`config.mk`:
```
export PLATFORM = sky130hd
export DESIGN_NAME = bus_fault_classifier
export DESIGN_NICKNAME = d
export VERILOG_FILES = /design/src/rtl/bus_fault_pkg.sv /design/src/rtl/bfc_decode.sv /design/src/rtl/bfc_rules.sv /design/src/rtl/bfc_status.sv /design/src/rtl/bus_fault_classifier.sv
export SDC_FILE = /design/constraint.sdc
export NUM_CORES = 1
export LEC_CHECK = 0
export BUFFER_PORTS_ARGS = -buffer_cell sky130_fd_sc_hd__buf_2
export CORE_MARGIN = 8
export CORE_UTILIZATION = 36
export CTS_BUF_LIST = sky130_fd_sc_hd__clkbuf_4 sky130_fd_sc_hd__clkbuf_8 sky130_fd_sc_hd__clkbuf_16
export CTS_CLUSTER_SIZE = 30
export DETAILED_ROUTE_END_ITERATION = 12
export GPL_TIMING_DRIVEN = 0
export MAX_ROUTING_LAYER = met4
export PLACE_DENSITY_LB_ADDON = 0.25
export SYNTH_ARGS = -nofsm -noshare
export SYNTH_HDL_FRONTEND = slang
export SYNTH_SLANG_ARGS = --single-unit
```
`constraint.sdc`:
```
create_clock -name clk -period 4.67 [get_ports clk]
set_clock_uncertainty 0.15 [all_clocks]
set_input_delay 0 -clock clk [delete_from_list [all_inputs] [get_ports clk]]
set_output_delay 0 -clock clk [all_outputs]
set_load 0.01 [all_outputs]
```
`src/rtl/bus_fault_pkg.sv`:
```
package bus_fault_pkg;

    typedef enum logic [1:0] {
        XFER_BYTE = 2'd0,
        XFER_HALF = 2'd1,
        XFER_WORD = 2'd2,
        XFER_WRSV = 2'd3
    } xfer_size_e;

    localparam int FLAG_W = 4;

    // bit 3 missed, bit 2 hole, bit 1 privilege, bit 0 size
    typedef struct packed {
        logic lost;
        logic hole;
        logic priv;
        logic size;
    } fault_flags_t;

    typedef struct packed {
        logic in_periph;
        logic in_sys;
        logic past_last;
        logic prot_ram;
        logic above_ram;
        logic above_flash;
    } region_t;

    function automatic logic is_word(input xfer_size_e sz);
        return (sz == XFER_WORD) || (sz == XFER_WRSV);
    endfunction

    function automatic logic misaligned(input logic [1:0] lo, input xfer_size_e sz);
        logic r;
        case (sz)
            XFER_HALF: r = lo[0];
            XFER_WORD,
            XFER_WRSV: r = |lo;
            default:   r = 1'b0;
        endcase
        return r;
    endfunction

endpackage

```
`src/rtl/bfc_decode.sv`:
```
module bfc_decode
    import bus_fault_pkg::*;
#(
    parameter int ADDR_W     = 32,
    parameter int WIN_BITS   = 12,
    parameter int NUM_PERIPH = 4,
    parameter logic [NUM_PERIPH*ADDR_W-1:0]   PERIPH_BASE = '0,
    parameter logic [NUM_PERIPH*WIN_BITS-1:0] PERIPH_LAST = '0,
    parameter logic [NUM_PERIPH-1:0]          PERIPH_SYS  = '0,
    parameter logic [ADDR_W-1:0] RAM_TOP     = '0,
    parameter logic [ADDR_W-1:0] RAM_END     = '0,
    parameter logic [ADDR_W-1:0] FLASH_TOP   = '0,
    parameter logic [ADDR_W-1:0] FLASH_END   = '0,
    parameter logic [ADDR_W-1:0] PROT_LO     = '0,
    parameter logic [ADDR_W-1:0] PROT_HI     = '0
) (
    input  logic [ADDR_W-1:0] addr,
    output region_t           region
);

    localparam int PAGE_W = ADDR_W - WIN_BITS;

    logic [NUM_PERIPH-1:0] win_hit;
    logic [NUM_PERIPH-1:0] win_over;

    for (genvar i = 0; i < NUM_PERIPH; i++) begin : g_win
        localparam logic [ADDR_W-1:0]   BASE_I = PERIPH_BASE[i*ADDR_W +: ADDR_W];
        localparam logic [WIN_BITS-1:0] LAST_I = PERIPH_LAST[i*WIN_BITS +: WIN_BITS];
        assign win_hit[i]  = (addr[ADDR_W-1 -: PAGE_W] == BASE_I[ADDR_W-1 -: PAGE_W]);
        assign win_over[i] = win_hit[i] && (addr[WIN_BITS-1:0] > LAST_I);
    end

    always_comb begin
        region             = '0;
        region.in_periph   = |win_hit;
        region.in_sys      = |(win_hit & PERIPH_SYS);
        region.past_last   = |win_over;
        region.prot_ram    = (addr >= PROT_LO) && (addr <= PROT_HI);
        region.above_ram   = (addr > RAM_TOP) && (addr <= RAM_END);
        region.above_flash = (addr > FLASH_TOP) && (addr <= FLASH_END);
    end

endmodule

```
`src/rtl/bfc_rules.sv`:
```
module bfc_rules
    import bus_fault_pkg::*;
(
    input  region_t      region,
    input  logic [1:0]   addr_lo,
    input  xfer_size_e   size,
    input  logic         is_write,
    input  logic         is_priv,
    output fault_flags_t flags
);

    logic narrow_periph;
    logic user_store;

    assign narrow_periph = region.in_periph && !is_word(size);
    assign user_store    = is_write && !is_priv;

    always_comb begin
        flags      = '0;
        flags.size = narrow_periph || misaligned(addr_lo, size);
        flags.priv = user_store && (region.in_sys || region.prot_ram);
        flags.hole = region.past_last || region.above_ram || region.above_flash;
        flags.lost = 1'b0;
    end

endmodule

```
`src/rtl/bfc_status.sv`:
```
module bfc_status
    import bus_fault_pkg::*;
(
    input  logic              clk,
    input  logic              rst,
    input  logic              acc_fire,
    input  fault_flags_t      new_flags,
    input  logic              clr_en,
    input  logic [FLAG_W-1:0] clr_mask,
    output logic [FLAG_W-1:0] sts_q,
    output logic              pulse_q
);

    fault_flags_t      hit;
    logic              any_hit;
    logic              was_set;
    logic [FLAG_W-1:0] keep;
    logic [FLAG_W-1:0] sts_d;

    assign hit     = acc_fire ? new_flags : '0;
    assign any_hit = |hit;
    assign was_set = |sts_q;
    assign keep    = clr_en ? (sts_q & ~clr_mask) : sts_q;

    always_comb begin
        fault_flags_t add;
        add      = hit;
        add.lost = any_hit && was_set;
        sts_d    = keep | add;
    end

    always_ff @(posedge clk) begin
        if (rst) begin
            sts_q   <= '0;
            pulse_q <= 1'b0;
        end else begin
            sts_q   <= sts_d;
            pulse_q <= any_hit && !was_set;
        end
    end

    assert_sticky_R10: assert property (@(posedge clk) disable iff (rst)
        !clr_en |=> ((sts_q & $past(sts_q)) == $past(sts_q)));

    assert_set_wins_R10: assert property (@(posedge clk) disable iff (rst)
        acc_fire |=> ((sts_q & $past(new_flags)) == $past(new_flags)));

    assert_missed_R9: assert property (@(posedge clk) disable iff (rst)
        (acc_fire && (|new_flags) && (sts_q != '0)) |=> sts_q[3]);

    assert_pulse_single_R11: assert property (@(posedge clk) disable iff (rst)
        pulse_q |=> !pulse_q);

    assert_pulse_has_status_R11: assert property (@(posedge clk) disable iff (rst)
        pulse_q |-> (sts_q != '0));

    assert_idle_no_pulse_R11: assert property (@(posedge clk) disable iff (rst)
        !acc_fire |=> !pulse_q);

endmodule

```
`src/rtl/bus_fault_classifier.sv`:
```
module bus_fault_classifier
    import bus_fault_pkg::*;
#(
    parameter int ADDR_W     = 32,
    parameter int WIN_BITS   = 12,
    parameter int NUM_PERIPH = 4,
    parameter logic [NUM_PERIPH*ADDR_W-1:0] PERIPH_BASE =
        {32'h4000_3000, 32'h4000_2000, 32'h4000_1000, 32'h4000_0000},
    parameter logic [NUM_PERIPH*WIN_BITS-1:0] PERIPH_LAST =
        {12'h07C, 12'h01C, 12'h0FC, 12'h03C},
    parameter logic [NUM_PERIPH-1:0] PERIPH_SYS = 4'b0011,
    parameter logic [ADDR_W-1:0] RAM_TOP   = 32'h2000_1FFF,
    parameter logic [ADDR_W-1:0] RAM_END   = 32'h2000_FFFF,
    parameter logic [ADDR_W-1:0] FLASH_TOP = 32'h0801_FFFF,
    parameter logic [ADDR_W-1:0] FLASH_END = 32'h080F_FFFF,
    parameter logic [ADDR_W-1:0] PROT_LO   = 32'h2000_0000,
    parameter logic [ADDR_W-1:0] PROT_HI   = 32'h2000_00FF
) (
    input  logic              clk,
    input  logic              rst,
    input  logic              acc_valid,
    input  logic [ADDR_W-1:0] acc_addr,
    input  logic [1:0]        acc_size,
    input  logic              acc_write,
    input  logic              acc_priv,
    input  logic              clr_en,
    input  logic [3:0]        clr_mask,
    output logic              fault_pulse,
    output logic [3:0]        fault_status
);

    region_t      region;
    fault_flags_t flags;
    xfer_size_e   size_e;

    assign size_e = xfer_size_e'(acc_size);

    bfc_decode #(
        .ADDR_W(ADDR_W), .WIN_BITS(WIN_BITS), .NUM_PERIPH(NUM_PERIPH),
        .PERIPH_BASE(PERIPH_BASE), .PERIPH_LAST(PERIPH_LAST), .PERIPH_SYS(PERIPH_SYS),
        .RAM_TOP(RAM_TOP), .RAM_END(RAM_END), .FLASH_TOP(FLASH_TOP),
        .FLASH_END(FLASH_END), .PROT_LO(PROT_LO), .PROT_HI(PROT_HI)
    ) u_decode (
        .addr   (acc_addr),
        .region (region)
    );

    bfc_rules u_rules (
        .region   (region),
        .addr_lo  (acc_addr[1:0]),
        .size     (size_e),
        .is_write (acc_write),
        .is_priv  (acc_priv),
        .flags    (flags)
    );

    bfc_status u_status (
        .clk       (clk),
        .rst       (rst),
        .acc_fire  (acc_valid),
        .new_flags (flags),
        .clr_en    (clr_en),
        .clr_mask  (clr_mask),
        .sts_q     (fault_status),
        .pulse_q   (fault_pulse)
    );

    assert_reads_no_priv_R5: assert property (@(posedge clk) disable iff (rst)
        (acc_valid && (!acc_write || acc_priv) && !fault_status[1]) |=> !fault_status[1]);

    assert_narrow_periph_R2: assert property (@(posedge clk) disable iff (rst)
        (acc_valid && region.in_periph && (acc_size < 2'd2)) |=> fault_status[0]);

    assert_hole_R6: assert property (@(posedge clk) disable iff (rst)
        (acc_valid && region.past_last) |=> fault_status[2]);

endmodule

```
# Yosys cells after proc, flatten, opt, wreduce, memory -nomap -nowiden
# Cells that the tools add are included.
[classes]
n_lt_le_gt_ge = 10
n_eq_ne = 7
n_mux = 3
n_bitwise = 3
reduce_logical = 27
[op_table]
columns = ["op", "n"]
rows = [
  ["equality test 20 x 19 -> 1 bit (second input constant)", 4],
  ["<= comparator 32 x 30 -> 1 bit (second input constant)", 2],
  ["greater-or-equal comparator 32 x 30 -> 1 bit (second input constant)", 1],
  ["> comparator 32 x 28 -> 1 bit (second input constant)", 1],
  ["> comparator 32 x 30 -> 1 bit (second input constant)", 1],
  ["<= comparator 32 x 28 -> 1 bit (second input constant)", 1],
  ["OR reduction 4 bit", 4],
  ["> comparator 12 x 5 -> 1 bit (second input constant)", 1],
  ["> comparator 12 x 6 -> 1 bit (second input constant)", 1],
  ["> comparator 12 x 7 -> 1 bit (second input constant)", 1],
  ["> comparator 12 x 8 -> 1 bit (second input constant)", 1],
  ["logical AND 1 bit", 12],
  ["OR reduction 2 bit", 3],
  ["logical OR 1 bit", 5],
  ["AND 4 bit", 1],
  ["equality test 2 bit (second input constant)", 2],
  ["2-to-1 mux 4 bit", 1],
  ["inverter 4 bit", 1],
  ["bitwise OR 4 bit", 1],
  ["zero test 1 bit", 3],
  ["2-to-1 mux 3 bit", 1],
  ["equality test 2 x 1 -> 1 bit (second input constant)", 1],
  ["one-hot mux 1 bit (2 select lines)", 1],
]
[word_totals]
register_bits = 5
inputBits = 44
out_inout_bits = 5
word_cells = 52

# Longest topological paths before layout
[logic_depth]
ltp_word = 9
ltp_mapped = 6
depth_no_buf = 6

# By module
# Synthesis repeated with hierarchy kept, for this count alone.
[unflattened]
cells_unflattened = 62
hier_area_um2 = 516.7
[modules_own_cells]
columns = ["mod", "n_inst", "cells_per_inst", "area_per_inst_um2", "seq_area_each_um2"]
rows = [
  ["bfc_status", 1, 21, 237.7, 100.1],
  ["bfc_decode", 1, 33, 234.0, 0.0],
  ["bfc_rules", 1, 8, 45.0, 0.0],
]

# Worst setup path after synthesis
# Ideal clock, no wire load.
[synth_timing]
kind = "input to register"
startpoint = "in acc_addr[21]"
endpoint = "reg u_status.sts_q[3]"
setup_ps = 74
arrival_time_ps = 1249
required_ps = 4446
path_slack_ps = 3197
stages = 6
n_path_buf = 0
path_cell_list = "nor4_4 -> nand4_1 -> or4_4 -> a211oi_2 -> a31oi_1 -> o21ai_0"
[synth_between]
elab_chain_len = 9
word_cells_on_any_way = 30
cone_classes = "6 x order compare; 4 x eq/ne; 1 x mux; 1 x bitwise; 18 x reduce/logical"
[synth_lines]
columns = ["item", "line_no", "text"]
rows = [
  ["start: declaration", "bus_fault_classifier.sv:22", "input logic [ADDR_W-1:0] acc_addr,"],
  ["branches (longest 5 deep; another with greater-or-equal comparator 32 x 30 -> 1 bit)", "n/a", ""],
  ["2-to-1 mux 3 bit *", "bfc_status.sv:20", "assign hit = acc_fire ? new_flags : '0;"],
  ["OR reduction 4 bit *", "bfc_status.sv:21", "assign any_hit = |hit;"],
  ["logical AND 1 bit *", "bfc_status.sv:28", "add.lost = any_hit && was_set;"],
  ["bitwise OR 4 bit *", "bfc_status.sv:29", "sts_d = keep | add;"],
  ["end signal: assignment", "bfc_status.sv:37", "sts_q <= sts_d;"],
  ["end: declaration", "bfc_status.sv:10", "output logic [FLAG_W-1:0] sts_q,"],
]
# Every way passes the cells marked *.
# A chain may end at the register's enable or synchronous reset.

# Final worst setup path
[layout_timing]
startpoint = "in acc_addr[10]"
endpoint = "reg u_status.sts_q[1]"
[layout_between]
elab_chain_len = 6
word_cells_on_any_way = 7
cone_classes = "2 x order compare; 1 x mux; 1 x bitwise; 3 x reduce/logical"
[layout_lines]
columns = ["item", "line_no", "text"]
rows = [
  ["greater-or-equal comparator 32 x 30 -> 1 bit or <= comparator 32 x 30 -> 1 bit (tied branches)", "bfc_decode.sv:38", "region.prot_ram = (addr >= PROT_LO) && (addr <= PROT_HI);"],
  ["logical AND 1 bit *", "bfc_decode.sv:38", ""],
  ["logical OR 1 bit *", "bfc_rules.sv:21", "flags.priv = user_store && (region.in_sys || region.prot_ram);"],
  ["logical AND 1 bit *", "bfc_rules.sv:21", ""],
  ["2-to-1 mux 3 bit *", "bfc_status.sv:20", ""],
  ["bitwise OR 4 bit *", "bfc_status.sv:29", ""],
]
# Mark *: on every way between the ends. The rest lies on a longest branch, timed or not.

==> results list <==
* Result of the run: complete, no violations
- Counting I/O delays and the setup requirement, the final critical path takes 1790 ps.
* Final cell area excluding filler cells: 842.1 sq um
- STA classifies the critical path endpoint as a register.
- The number of slew-limit violations in the final report came to 0.
- Clock Pin Slew Worst Setup and Hold Paths: 50 ps
- OpenSTA, run right after detailed placement, puts the worst setup slack at 2982 ps.
- Top Ports: 49
- Startpoint kind of the worst setup timing path: primary input
- Final nets: 165
* Final core utilization: 66.37%
* Number of warnings reported in the yosys synthesis log: 0
- Number of failing hold endpoints at the final stage: 0
- In this run the clock root is driven by a clkbuf_4.
* Layout cells sized above 1: 49.17%
- Synth area leader: dfxtp_1
- Along the worst path, the maximum fanout reaches 3.
- Actual transition at the worst max-transition pin: 569.4 ps
- For this run, the total global-route usage over all layers was measured as 13.26%.
- Post-route fraction of the period consumed by the critical path: 38.33%
- Number of core rows: 13
- Power comes to 148.0 uW.
- Endpoint of the worst hold path: u_status.sts_q[3]
* Power per cell area: 175.7 nW/um^2
- In this run the critical register-to-register path is captured at u_status.sts_q[3].
- Clock tree from TritonCTS: done
- In this run the tool buffered the top-level ports with 48 buffer cells.
* Post-Syn Area: 473.0 sq um
- In this run the number of H-tree levels came out at 1.
- Before antenna repair, the detailed router went through 4 iterations.
* Hold Path Cell Cnt: 4
* Count of flip-flops with a built-in enable after synthesis: 0
- The synthesized netlist devotes 27.25% of its cell area to compound gates.
- The slowest stage of the critical path belongs to the cell dlygate4sd3_1.
- The total overflow left after global routing is 0.
- Setup violations remaining at the end of the flow were counted as 0.
- For the worst setup path, the data arrival time is 1830 ps.
- The largest single stage delay on the critical path is 560 ps.
* Placer congestion estimate: 0.8522
- Summing the areas of all and, or, nand and nor instances in the mapped netlist gives 48.68% of the synthesized area.
* Reg-to-reg startpoint: u_status.sts_q[1]
* Arithmetic-cell share of the synthesized area counting full adders, half adders and majority gates: 2.116%
* Number of cells traversed by the worst register-to-register path: 4
* Normalized max-slew margin: 61.69%
- CP dominant cell by count: a21oi_1
* Violation count after the first detailed-route iteration: 17
- Clock sink count: 5
- Distinct cell type count of the synthesized netlist: 29
* Average footprint of a synthesized cell: 7.883 sq um
- Placement Cell Area: 732.0 sq um
* Dominant register cell in the synthesized netlist: dfxtp_1
* Antenna violations before repair: 0
* Path category of the worst min-delay check: in2reg
- Commonest non-fill, non-tap cells in the layout: 48 x buf_2, 13 x nand2_1, 8 x dlygate4sd3_1
- Ordered list of cells on the worst path: buf_2 -> nor4_2 -> a21oi_1 -> or4_4 -> a21oi_1 -> dlygate4sd3_1
- The analysis attributes to cell leakage a power of 0.3747 nW.
- After synthesis, the largest family of logic cells by area is simple AND/OR/NAND/NOR gates.
- Kind of critical path: in2reg
* Number of global-route vias before repair: 704
- Layout overhead on the synthesized area: 78.04%
* Synth Net Count: 104
- Worst skew pair latency: 250 ps
- Largest net degree at the start of global routing: 6
- Routed vias: 689
- Buffers from clock root to sink, at most: 2
* Remaining number of nets flagged by the antenna check after routing: 0
- The first global-routing pass estimated 2808 um of wire.
- Dividing the detail-routed via count by the number of cells gives 5.104.
- The floorplan step defined a core boundary enclosing 1269 sq um.
* Sequential share of the synthesized area: 21.16%
- Fraction of post-synthesis cell area in the top cell type by area: 21.16%
* R2r setup slk: 3180 ps
* XOR/XNOR share of the synthesized area: 0%
- In this run, post-CTS repair resized a total of 0 instances.
- At the worst endpoint, the required time is 4710 ps.
- Die extent in y: 52.25 um
- Ranking of synthesized cells by area: dfxtp_1 21%, nand2_1 10%, nor3_4 6.9%
- Full die area: 2730 sq um
* Most frequent standard cell in the layout excluding fill and tap cells: buf_2
- Clock buffers created by TritonCTS: 3
- Setup repair after global routing left no endpoint under its margin.
* Achievable clock frequency: 0.5587 GHz
- In the synthesized netlist the async set-or-reset flop fraction comes to 0%.
- Number of buffers added to fix hold violations after cts: 8
* Setup total negative slack: 0 ps
- Final worst-path setup slack: 2880 ps
- Effective utilization at floorplan: 37.28%
* Worst IR Drop VDD: 0.1590 mV
- Flops & latches, synth: 5
* Number of post-CTS setup repair buffers: 0
- Max-cap violations: 0
- Min-Delay Startpoint: acc_valid
* Remaining design rule violation count: 0
* Mux cell area share after synthesis: 0%
- Cells after synthesis: 60
* Total half-perimeter wirelength after legalization and detailed placement: 1412 um
- Summed over all layers, the routed wires come to 1748 um.
- After detailed routing, the average wire length per cell comes to 12.95 um.
* Antenna fix cells: 0
- Die Wd: 52.25 um
state kept, by name, indices dropped and copies added, names as in the netlist:
register	count
u_status.sts_q	4
u_status.pulse_q	1
power by group:
group          switching (mW)  internal [mW]
Sequential           0.000781         0.0443
Clock                  0.0197         0.0382
Combinational          0.0206         0.0245
Total                  0.0410          0.107
cell families (layout without fill, tap and decap cells):
family	after synthesis	count (layout)
AOI/OAI and AO/OA	18	18
adders and majority gates	1	1
buffers and inverters	1	61
DFF	5	5
and+or+nand+nor	35	35
final cells by class:
cell class	count	area (sq um)
sequential	5	100.1
multi-input combinational	54	369.1
clock buffer	4	30.03
timing repair buffer	56	320.3
fill	122	426.7
tap	15	18.77
inverter	1	3.754
Yosys cell counts (2+ instances only):
cell / instances
a21oi_1: 5
dfxtp_1: 5
nand2_1: 13
nand4_1: 3
nor2_1: 2
nor2b_1: 3
nor3_4: 2
nor4_1: 3
o2111ai_1: 2
o21ai_0: 3
critical path: cells and delay by family:
kind	cells	cell delay, ps
and+or+nand+nor	2	880
buffers and inverters	2	660
AOI/OAI and AO/OA	2	280
metal layers:
metal  part of all wire (%)  vias up  global-route usage [%]  wire length (um)
met5                      0        -                       -                 0
met3                     14        0                   6.818               240
li1                       -      358                       -                 -
met1                     40      293                   14.68               707
met2                     46       38                   21.00               800
met4                      0        0                   2.586                 0
through the flow:
step	hold slack [ps]	instances
after global routing	57.48	135
after global placement	81.50	123
after floorplan	-80.93	60
after detailed placement	84.70	123
after CTS	18.71	135
final	15.19	135
worst max path at each step:
stage	startpoint	to	depth (start not counted)
floorplan	acc_addr[21]	u_status.sts_q[3]	6
global placement	acc_addr[10]	u_status.sts_q[3]	7
detailed placement	acc_addr[10]	u_status.sts_q[3]	7
CTS	acc_addr[10]	u_status.sts_q[1]	6
global route	acc_addr[10]	u_status.sts_q[1]	6
finish	acc_addr[10]	u_status.sts_q[1]	6
Note: power is estimated with default switching activity, not from simulation.
